**src/rtl/irq_unit_pkg.sv**
```systemverilog
package irq_unit_pkg;
  // Bit position of a channel's transmitter-ready event inside the status word
  function automatic int unsigned tx_pos(int unsigned ch, int unsigned grp_w);
    return ch * grp_w;
  endfunction

  // Bit position of a channel's receiver-ready event inside the status word
  function automatic int unsigned rx_pos(int unsigned ch, int unsigned grp_w);
    return ch * grp_w + 1;
  endfunction
endpackage

```
**src/rtl/irq_status_gather.sv**
```systemverilog
module irq_status_gather #(
  parameter int unsigned NUM_CH  = 2,
  parameter int unsigned GROUP_W = 4,
  localparam int unsigned STAT_W = NUM_CH * GROUP_W
) (
  input  logic [NUM_CH-1:0] tx_rdy,
  input  logic [NUM_CH-1:0] rx_rdy,
  output logic [STAT_W-1:0] status
);
  generate
    if (GROUP_W < 2) begin : g_bad_group
      initial $error("GROUP_W must hold at least two events");
    end
    for (genvar ch = 0; ch < NUM_CH; ch++) begin : g_ch
      // live level flags, the upper bits of the group are not sourced here
      assign status[ch*GROUP_W +: GROUP_W] =
        {{(GROUP_W-2){1'b0}}, rx_rdy[ch], tx_rdy[ch]};
    end
  endgenerate
endmodule

```
**src/rtl/irq_mask_reg.sv**
```systemverilog
module irq_mask_reg #(
  parameter int unsigned NUM_CH  = 2,
  parameter int unsigned GROUP_W = 4,
  localparam int unsigned STAT_W = NUM_CH * GROUP_W
) (
  input  logic              clk,
  input  logic              rst_n,
  input  logic              wr_stb,
  input  logic [STAT_W-1:0] wdata,
  output logic [STAT_W-1:0] mask_q
);
  import irq_unit_pkg::*;

  function automatic logic [STAT_W-1:0] event_bits();
    logic [STAT_W-1:0] v;
    v = '0;
    for (int unsigned ch = 0; ch < NUM_CH; ch++) begin
      v[tx_pos(ch, GROUP_W)] = 1'b1;
      v[rx_pos(ch, GROUP_W)] = 1'b1;
    end
    return v;
  endfunction

  localparam logic [STAT_W-1:0] EVENT_BITS = event_bits();

  always_ff @(posedge clk or negedge rst_n) begin
    if (!rst_n)      mask_q <= '0;
    else if (wr_stb) mask_q <= wdata & EVENT_BITS;
  end
endmodule

```
**src/rtl/irq_req_gen.sv**
```systemverilog
module irq_req_gen #(
  parameter int unsigned STAT_W = 8
) (
  input  logic              clk,
  input  logic              rst_n,
  input  logic [STAT_W-1:0] status,
  input  logic [STAT_W-1:0] mask,
  output logic              pending,
  output logic              irq_n
);
  logic irq_q;

  assign pending = |(status & mask);

  always_ff @(posedge clk or negedge rst_n) begin
    if (!rst_n) irq_q <= 1'b0;
    else        irq_q <= pending;
  end

  assign irq_n = ~irq_q;
endmodule

```
**src/rtl/irq_unit.sv**
```systemverilog
module irq_unit #(
  parameter int unsigned NUM_CH  = 2,
  parameter int unsigned GROUP_W = 4,
  localparam int unsigned STAT_W = NUM_CH * GROUP_W
) (
  input  logic              clk,
  input  logic              rst_n,
  input  logic [NUM_CH-1:0] tx_rdy,
  input  logic [NUM_CH-1:0] rx_rdy,
  input  logic              bus_cs,
  input  logic              bus_we,
  input  logic [STAT_W-1:0] bus_wdata,
  output logic [STAT_W-1:0] bus_rdata,
  output logic              irq_n
);
  logic [STAT_W-1:0] status_vec;
  logic [STAT_W-1:0] mask_q;
  logic              wr_stb;
  logic              rd_stb;
  logic              pending;

  assign wr_stb = bus_cs &  bus_we;
  assign rd_stb = bus_cs & ~bus_we;

  irq_status_gather #(.NUM_CH(NUM_CH), .GROUP_W(GROUP_W)) u_gather (
    .tx_rdy (tx_rdy),
    .rx_rdy (rx_rdy),
    .status (status_vec)
  );

  irq_mask_reg #(.NUM_CH(NUM_CH), .GROUP_W(GROUP_W)) u_mask (
    .clk    (clk),
    .rst_n  (rst_n),
    .wr_stb (wr_stb),
    .wdata  (bus_wdata),
    .mask_q (mask_q)
  );

  irq_req_gen #(.STAT_W(STAT_W)) u_req (
    .clk     (clk),
    .rst_n   (rst_n),
    .status  (status_vec),
    .mask    (mask_q),
    .pending (pending),
    .irq_n   (irq_n)
  );

  assign bus_rdata = rd_stb ? status_vec : '0;
endmodule

```
**config.mk**
```make
export PLATFORM = sky130hd
export DESIGN_NAME = irq_unit
export DESIGN_NICKNAME = d
export VERILOG_FILES = /design/src/rtl/irq_unit_pkg.sv /design/src/rtl/irq_status_gather.sv /design/src/rtl/irq_mask_reg.sv /design/src/rtl/irq_req_gen.sv /design/src/rtl/irq_unit.sv
export SDC_FILE = /design/constraint.sdc
export NUM_CORES = 1
export LEC_CHECK = 0
export ABC_AREA = 0
export CORE_AREA = 4 4 41 43
export DETAILED_ROUTE_END_ITERATION = 8
export DIE_AREA = 0 0 45 47
export PLACE_DENSITY = 0.7
export SYNTH_ARGS = -nofsm -noshare
export SYNTH_HDL_FRONTEND = slang
export SYNTH_HIERARCHICAL = 1
export SYNTH_SLANG_ARGS = --single-unit
```
**constraint.sdc**
```tcl
create_clock -name clk -period 0.8 [get_ports clk]
set_input_delay 0.12 -clock clk [delete_from_list [all_inputs] [get_ports clk]]
set_output_delay 0.12 -clock clk [all_outputs]
set_load 0.005 [all_outputs]
```
==> results of run 1 <==
[worst max-delay path by stage]
stage	startpoint	end	slack, ns	cells past startpoint
2_1_floorplan	u_mask/mask_q[5]	u_req/irq_q	0.07	2
6_report	u_req/irq_q	irq_n	-0.07	2
5_1_grt	u_req/irq_q	irq_n	-0.13	2
3_5_place_dp	bus_cs	bus_rdata[4]	-0.68	3
4_1_cts	u_req/irq_q	irq_n	-0.09	2
3_3_place_gp	bus_cs	bus_rdata[0]	-0.66	3
[placed cells by master, fill, tap and decap left out]
master           instances
dlygate4sd2_1            4
and3b_1                  8
clkbuf_1                 1
mux2_2                   4
a22oi_2                  2
clkdlybuf4s50_1          5
and2_2                   1
nand4_1                  1
buf_2                    7
dfrtp_1                  5
a22oi_1                  2
buf_4                    4
conb_1                   8
clkbuf_4                 3
inv_1                    1
[routing by layer]
| layer | up-vias | wire length (um) | track usage |
|---|---|---|---|
| met4 | 0 | 14 | 0.08772 |
| met1 | 125 | 270 | 0.08065 |
| met2 | 11 | 396 | 0.1356 |
| li1 | 150 | - | - |
| met5 | - | 0 | 0 |
| met3 | 2 | 68 | 0.01916 |
[registers in the layout, indices dropped and copies added (netlist names)]
register and count:
u_mask/mask_q 4, u_req/irq_q 1
[logic make-up after synthesis]
group,after synthesis
AOI/OAI and AO/OA,4
buffers and inverters,13
DFF,5
muxes,4
other,2
and+or+nand+nor,10
[power groups by stage]
stage	Sequential (mW)	Clock (mW)	Combinational [mW]
floorplan	0.303	0	0.121
global placement	0.307	0	0.188
detailed placement	0.308	0	0.188
CTS	0.307	0.316	0.169
global route	0.313	0.326	0.193
finish	0.309	0.294	0.172
[what timing repair did]
item | CTS | global route
setup endpoints to repair | 10 | 3
hold endpoints to repair | 0 | 0
hold buffers | 0 | 0
resized for setup | 33 | 1
pin swaps | 4 | 3
[cell type report]
cell class                 count  share of cell area
multi-input combinational     26              0.3804
timing repair buffer          20              0.2871
sequential                     5              0.2392
clock buffer                   4             0.05024
tap                           15             0.03589
inverter                       1            0.007177
==> results.md, run 1 <==
* DRC Markers at 0
* Asr flop ratio synth at 1.000
* Fmax achieved at roughly 1200 MHz
* Chip height at around 47 um
* Via/cell ratio at between 4 and 5
* DP Area at 526.8 sq um
* CP Capture Type: primary output
* Critical Path AT at roughly 0.75 ns
* Power, Total at between 0.7 and 0.8 mW
* WHS at ~0.1 ns
* Antenna violations before repair at 0
* Dominant cells by area after synthesis: dfrtp_1 (32%), buf_4 (23%), and3b_1 (18%), mux2_2 (12%), a22oi_1 (7.8%)
* Mux cell area share after synthesis at 0.1169
* Final setup margin at -0.06691 ns
* Comb pwr share at 0.221
* Post-CTS setup buffer count at 0
* Post-Route WL at roughly 750 um
* Worst r2r path cells at 2
* Average wire per standard cell at roughly 11 um
* Routed Antenna Nets at 0
* Switching Fraction at 0.2408
* Row count at 13
* Count of endpoints failing setup in the final report at 1
* Deepest clock path buffer count at 2
* Die Span X at 45 um
* Most used DFF post-synth: dfrtp_1
* Number of iterations in the first detailed-routing pass at 1
* Compound-gate portion of the synthesized area at 0.07792
* Critical Path Slowest Stage Cell: dfrtp_1
* H-tree depth at 1
* Violated checks: negative setup slack
* Largest area contributor in the netlist: dfrtp_1
* Pleak at ~0.28 nW
* Final global-route overflow total at 0
* I/O pin count at 25
* Post-synthesis simple-gate area fraction at 0.2175
* Mapped Cells at 38
* Most frequent cell after synthesis: buf_4
* CTS root buf: clkbuf_4
* Largest net degree at the start of global routing at 7
* Initial Util at 0.2962
* RSZ-0062 raised after global routing: yes
* Total Neg Setup Slack at -0.06691 ns
* Xor/xnor cell area share of the yosys netlist at 0
* Total GRT Usage at 0.08175
* CP delay by family, top: flip-flops
* CTS Buf Count at 3
* Critical Path, Cell by Cell: inv_1 -> buf_2
* Netlist cell types at 9
* Fin. Hold Viols at 0
* R2r endpoint: u_req/irq_q
* Post-synth EDFFs at 0
* Peak VDD IR at between 600 and 700 uV
* CTS sink cnt at 5
* Ant. Diodes at 0
* Slowest cell delay on critical path at approximately 0.36 ns
* # fillers at approximately 150
* Die ar. at ~2100 sq um
* Synthesized flop and latch total at 5
* Final Util at 0.4019
* WS Path Type: flip-flop to primary output
* Core area at 1301 sq um
* Status: complete, but fails checks
* CP required at roughly 0.68 ns
* Placed Instances at between 60 and 70
* Clock latency on the worst-skew pair at ~0.24 ns
* CP Max Fanout at 1
* Sequential standard cell area at roughly 130 sq um
* Setup crit start kind: flip-flop
* Multi-input gate area at 198.9 sq um
* Tcrit/Tclk final at 1.084
* Reg2reg setup slack at about 0.020 ns
* Port buffer count at 16
* DR vias at around 290
* Post-route cell area at ~520 sq um
* Sequential power share at 0.399
* Initial drt markers at 0
* FF-to-FF Start: u_mask/mask_q[4]
* Internal Power at between 0.5 and 0.6 mW
* Top cell type's share of synthesized area at 0.3247
* Switch Pwr at approximately 0.19 mW
* Top cells by count, synth: buf_4 (12), and3b_1 (8), dfrtp_1 (5)
* First-pass GRT wire length at roughly 1200 um
* Post-Synth Adder-Cell Area at 0
* Post-route minimum period at just under 0.9 ns
* Maxcap violations at 0
* Final Max Tran Viols at 0
* Setup WS pre-CTS at -0.6752 ns
* RePlAce Congestion at between 0.6 and 0.7
* Area Growth Syn to Fin at 35.71%
* Worst hold path type: primary input to asynchronous set/reset pin
* Vias in the first global route at about 290
* CTS tree: done
* Power density over the cells at between 1000 and 1500 nW/um^2
* Buffers & Inverters on Critical Path at 2
* Layout cells sized above 1 at 0.3750
* Register area share after synthesis at 0.3247
* Post-route insts no fill at 71
* Avg Inst Size Synth at roughly 10 sq um
* Main combinational cell family by area after synthesis: buffers and inverters
* Clock Power Share at 0.380
* Mapped cell area at roughly 390 sq um
* NumNets Final at 73
* Reg clk slew, reported paths at around 0.04 ns
* Clock skew at between 0.001 and 0.0015 ns
* Yosys Warn Count at 6
* Detailed placer's ending HPWL at 642.9 um
(Power assumes the default switching activity.)
==> run 2: changes to the inputs <==
- SKIP_LAST_GASP: unset -> 1
- clock period: 0.8 -> 0.95 ns (I/O delays scaled with it)
==> results.md, run 2 (synthesis gave the netlist of run 1 again) <==
* Power density over the cells at 1222 nW/um^2 (-18%)
* Ant. Diodes at 0 (unchanged)
* RePlAce Congestion at 0.6414 (-5.0%)
* Biggest regs: u_mask/mask_q: 4 flops, u_req/irq_q: 1 flops
* CP Max Fanout at 2 (+1)
* Post-Route WL at 764 um (+2.0%)
* Port buffer count at 16 (unchanged)
* Antenna violations before repair at 0 (unchanged)
* WS Path Type: primary input to primary output
* Critical Path AT at 0.75 ns (about the same)
* Post-route minimum period at 0.8947 ns
* Status: finished, final reports clean
* CP required at 0.81 ns (+0.13 ns)
* Number of iterations in the first detailed-routing pass at 2 (+1)
* Max reg flops at 4 (unchanged)
* Reg clk slew, reported paths at 0.04 ns (about the same)
* Area Growth Syn to Fin at 36.36%
* Final global-route overflow total at 0 (unchanged)
* Met1 usage at 0.07586 (-0.004783)
* Chip height at 47 um (unchanged)
* Die ar. at 2115 sq um (unchanged)
* I/O pin count at 25 (unchanged)
* Post-route cell area at 525.5 sq um (+0.48%)
* Multi-input gate area at 188.9 sq um (-5.0%)
* Core area at 1301 sq um (unchanged)
* Clock skew at 0.002153 ns (+0.0007763 ns)
* DP Area at 526.8 sq um (unchanged)
* Fin. Hold Viols at 0 (unchanged)
* Average wire per standard cell at 10.76 um (+2.0%)
* H-tree depth at 1 (unchanged)
* Peak VDD IR at 644.5 uV (-3.7%)
* Largest net degree at the start of global routing at 10 (+3)
* Initial Util at 0.2962 (unchanged)
* Post-CTS setup buffer count at 0 (unchanged)
* NumNets Final at 73 (unchanged)
* Fmax achieved at 1118 MHz
* Total Neg Setup Slack at 0 ns (+0.06691 ns)
* Sequential standard cell area at 125.1 sq um (unchanged)
* Grt met3 use at 0.02682 (+0.007663)
* Layout cells sized above 1 at 0.3393 (-0.03571)
* CP Capture Type: primary output
* Pleak at 0.2790 nW (-0.97%)
* GRT Max-Usage Layer: met2
* First-pass GRT wire length at 1262 um (+7.0%)
* # fillers at 146 (+0.69%)
* Count of endpoints failing setup in the final report at 0 (-1)
* Initial drt markers at 1 (+1)
* Detailed placer's ending HPWL at 696.8 um (+8.4%)
* Biggest register: u_mask/mask_q
* Power, Total at 0.6423 mW (-17%)
* CTS tree: done
* Vias in the first global route at 303 (+5.6%)
* Via/cell ratio at 4.254 (+4.9%)
* DR vias at 302 (+4.9%)
* Row count at 13 (unchanged)
* Tcrit/Tclk final at 0.9418
* Die Span X at 45 um (unchanged)
* Commonest non-fill, non-tap cells in the layout: and3b_1 (8), conb_1 (8), clkdlybuf4s50_1 (5), dfrtp_1 (5)
* CTS sink cnt at 5 (unchanged)
* CTS root buf: clkbuf_4
* Clock latency on the worst-skew pair at 0.24 ns (about the same)
* Worst hold path type: primary input to asynchronous set/reset pin
* Deepest clock path buffer count at 2 (unchanged)
* Routed Antenna Nets at 0 (unchanged)
* Total GRT Usage at 0.09120 (+0.009451)
* DRC Markers at 0 (unchanged)
* Met2 usage at 0.1610 (+0.02542)
* Maxcap violations at 0 (unchanged)
* CTS Buf Count at 3 (unchanged)
* Setup crit start kind: primary input
* RSZ-0062 raised after global routing: no
* Final Max Tran Viols at 0 (unchanged)
-- run 2: changes by cell type in the layout (fill, tap and decap cells not counted), sizes merged --
cell	previous run	this run
buf	11	8
clkdlybuf4s15	0	2
clkbuf	4	5
-- run 2: worst paths after layout --
kind | start | end | slack (ns) | cells past startpoint
setup / recovery | rx_rdy[1] | bus_rdata[5] | 0.06 | 3
hold / removal | rst_n | u_mask/mask_q[0] | 0.12 | 1
setup reg to reg | u_mask/mask_q[4] | u_req/irq_q | 0.13 | 2
hold reg to reg | u_mask/mask_q[0] | u_mask/mask_q[0] | 0.51 | 1
max in group asynchronous | rst_n | u_req/irq_q | 0.64 | 1
min in group clk | tx_rdy[0] | u_req/irq_q | 0.33 | 3
-- run 2: layout make-up --
cell class	count	area share
repair buffers	20	0.3095
inverters	1	0.007143
clock buffers	4	0.05000
flip-flops and latches	5	0.2381
multi-input cells	26	0.3595
well taps	15	0.03571
-- run 2: critical path, cell delays in order --
cell	delay, ns
dlygate4sd2_1	0.24
and3b_1	0.17
clkdlybuf4s15_2	0.20
-- run 2: metrics by stage --
stage                       util  cells  setup slack [ns]  hold WS (ns)
after floorplan                -     44            0.1993       -0.1531
after global placement    0.4048     67           -0.5968        0.3769
after detailed placement  0.4048     67           -0.5982        0.3823
after CTS                 0.4115     71          0.009238        0.1165
after global routing      0.4038     71           0.01400        0.1186
final                     0.4038     71           0.05529        0.1181
-- run 2: routing by layer --
layer	wire length, um	share of wire
met5	0	0
met3	46	0.060
met2	444	0.58
met1	250	0.33
met4	22	0.029
-- run 2: repair_timing --
action	CTS	global route
hold buffers	0	0
pin swaps	2	0
setup endpoints to repair	9	6
endpoints found under the hold margin	0	0
resized for setup	26	3
-- run 2: power breakdown --
| group | leakage, nW | internal [mW] | switching, mW |
|---|---|---|---|
| clock network | 0.0150 | 0.159 | 0.0854 |
| registers | 0.0564 | 0.243 | 0.0137 |
| logic | 0.208 | 0.0911 | 0.0507 |
==> run 3: changes to the inputs <==
- RECOVER_POWER: unset -> 100
==> results.md, run 3 (synthesis gave the netlist of run 1 again) <==
* Count of endpoints failing setup in the final report at 0 (unchanged)
* DP Area at 526.8 sq um (unchanged)
* Peak VDD IR at 669.5 uV (+3.9%)
* Commonest non-fill, non-tap cells in the layout: and3b_1 (8), conb_1 (8), dfrtp_1 (5)
* Area Growth Syn to Fin at 35.06%
* Sequential standard cell area at 125.1 sq um (unchanged)
* Post-route minimum period at 0.8918 ns (-0.002922 ns)
* Ant. Diodes at 0 (unchanged)
* Sequential power share at 0.401 (+0.002)
* Vias in the first global route at 303 (unchanged)
* Critical Path AT at 0.75 ns (about the same)
* Multi-input gate area at 187.7 sq um (-0.66%)
* Tcrit/Tclk final at 0.9387 (-0.003076)
* Detailed placer's ending HPWL at 696.8 um (unchanged)
* Setup crit start kind: primary input
* CTS tree: done
* I/O pin count at 25 (unchanged)
* Row count at 13 (unchanged)
* Maxcap violations at 0 (unchanged)
* Layout cells sized above 1 at 0.2679 (-0.07143)
* Die Span X at 45 um (unchanged)
* CTS root buf: clkbuf_4
* Number of iterations in the first detailed-routing pass at 2 (unchanged)
* WS Path Type: primary input to primary output
* Final Util at 0.4000 (-0.003846)
* NumNets Final at 73 (unchanged)
* Final Max Tran Viols at 0 (unchanged)
* Internal Power at 0.4899 mW (-0.53%)
* # fillers at 148 (+1.4%)
* Fmax achieved at 1121 MHz (+0.33%)
* Power, Total at 0.6401 mW (-0.34%)
* DR vias at 301 (-0.33%)
* Largest net degree at the start of global routing at 10 (unchanged)
* Status: finished, final reports clean
* RePlAce Congestion at 0.6414 (unchanged)
* Setup WS pre-CTS at -0.5982 ns (unchanged)
* CP required at 0.81 ns (about the same)
* Initial drt markers at 1 (unchanged)
* Core area at 1301 sq um (unchanged)
* Average wire per standard cell at 10.77 um (+0.13%)
* Switch Pwr at 0.1502 mW (+0.27%)
* Port buffer count at 16 (unchanged)
* Max reg flops at 4 (unchanged)
* H-tree depth at 1 (unchanged)
* CTS Buf Count at 3 (unchanged)
* Fin. Hold Viols at 0 (unchanged)
* Die ar. at 2115 sq um (unchanged)
* Worst hold path type: primary input to asynchronous set/reset pin
* CTS sink cnt at 5 (unchanged)
* Total GRT Usage at 0.09120 (unchanged)
* Clock latency on the worst-skew pair at 0.24 ns (about the same)
* Biggest register: u_mask/mask_q
* CP Capture Type: primary output
* Total Neg Setup Slack at 0 ns (unchanged)
* DRC Markers at 0 (unchanged)
* Final global-route overflow total at 0 (unchanged)
* Clock Power Share at 0.381 (about the same)
* Antenna violations before repair at 0 (unchanged)
* Routed Antenna Nets at 0 (unchanged)
* Power density over the cells at 1230 nW/um^2 (+0.62%)
* Biggest regs: u_mask/mask_q: 4 flops, u_req/irq_q: 1 flops
* Comb pwr share at 0.218 (-0.003)
* Clock skew at 0.002156 ns (+0.000002420 ns)
* RSZ-0062 raised after global routing: no
* Deepest clock path buffer count at 2 (unchanged)
* Final setup margin at 0.05821 ns (+0.002922 ns)
* Chip height at 47 um (unchanged)
* Switching Fraction at 0.2346 (+0.001433)
* Via/cell ratio at 4.239 (-0.33%)
* First-pass GRT wire length at 1262 um (unchanged)
* Reg clk slew, reported paths at 0.04 ns (about the same)
* CP Max Fanout at 2 (unchanged)
* Initial Util at 0.2962 (unchanged)
* Pleak at 0.2750 nW (-1.4%)
* Post-route cell area at 520.5 sq um (-0.95%)
* Post-Route WL at 765 um (+0.13%)
## run 3: cell types whose count changed in the layout (fill, tap and decap cells not counted), sizes merged
cell / change
buf: -1
clkdlybuf4s50: -1
dlygate4sd3: +1
clkbuf: +1
## run 3: worst max-delay path: stages
cell and delay [ns]:
dlygate4sd2_1 0.24, and3b_1 0.17, clkdlybuf4s15_1 0.20
## run 3: power by group through the flow
| stage | Clock (mW) | Combinational, mW | Sequential (mW) |
|---|---|---|---|
| 5_1_grt | 0.271 | 0.158 | 0.259 |
| 2_1_floorplan | 0 | 0.102 | 0.255 |
| 3_3_place_gp | 0 | 0.157 | 0.258 |
| 6_report | 0.244 | 0.139 | 0.257 |
| 4_1_cts | 0.260 | 0.144 | 0.258 |
| 3_5_place_dp | 0 | 0.160 | 0.261 |
## run 3: area by class of cell
type,instances,share of cell area
Clock buffer,4,0.05048
Timing Repair Buffer,20,0.3053
Multi-Input combinational cell,26,0.3606
Sequential cell,5,0.2404
Inverter,1,0.007212
Tap cell,15,0.03606
## run 3: path summary, 6_finish.rpt
check	cells past startpoint	endpoint	from	slack (ns)
worst min register to register	1	u_mask/mask_q[0]	u_mask/mask_q[0]	0.51
worst max register to register	2	u_req/irq_q	u_mask/mask_q[4]	0.13
max in group asynchronous	1	u_req/irq_q	rst_n	0.57
min in group clk	3	u_req/irq_q	tx_rdy[0]	0.33
worst min-delay path	1	u_mask/mask_q[0]	rst_n	0.19
worst max-delay path	3	bus_rdata[5]	rx_rdy[1]	0.06
## run 3: through the flow
stage               instances  hold WS [ns]
floorplan                  44       -0.1531
global placement           67        0.3769
detailed placement         67        0.3823
CTS                        71        0.1165
global route               71        0.1892
finish                     71        0.1885
## run 3: what timing repair did
action	4_1_cts	5_1_grt
gates resized for setup	26	3
pin swaps	2	0
endpoints found under the setup margin	9	6
hold buffers	0	0
setup buffers	0	0
endpoints found under the hold margin	0	0
## run 3: per-layer routing
layer	share of wire	up-vias	track usage	routed length, um
met2	0.58	11	0.1610	444
met5	0	-	0	0
li1	-	150	-	-
met4	0.029	0	0.1053	22
met3	0.060	2	0.02682	46
met1	0.33	138	0.07586	252
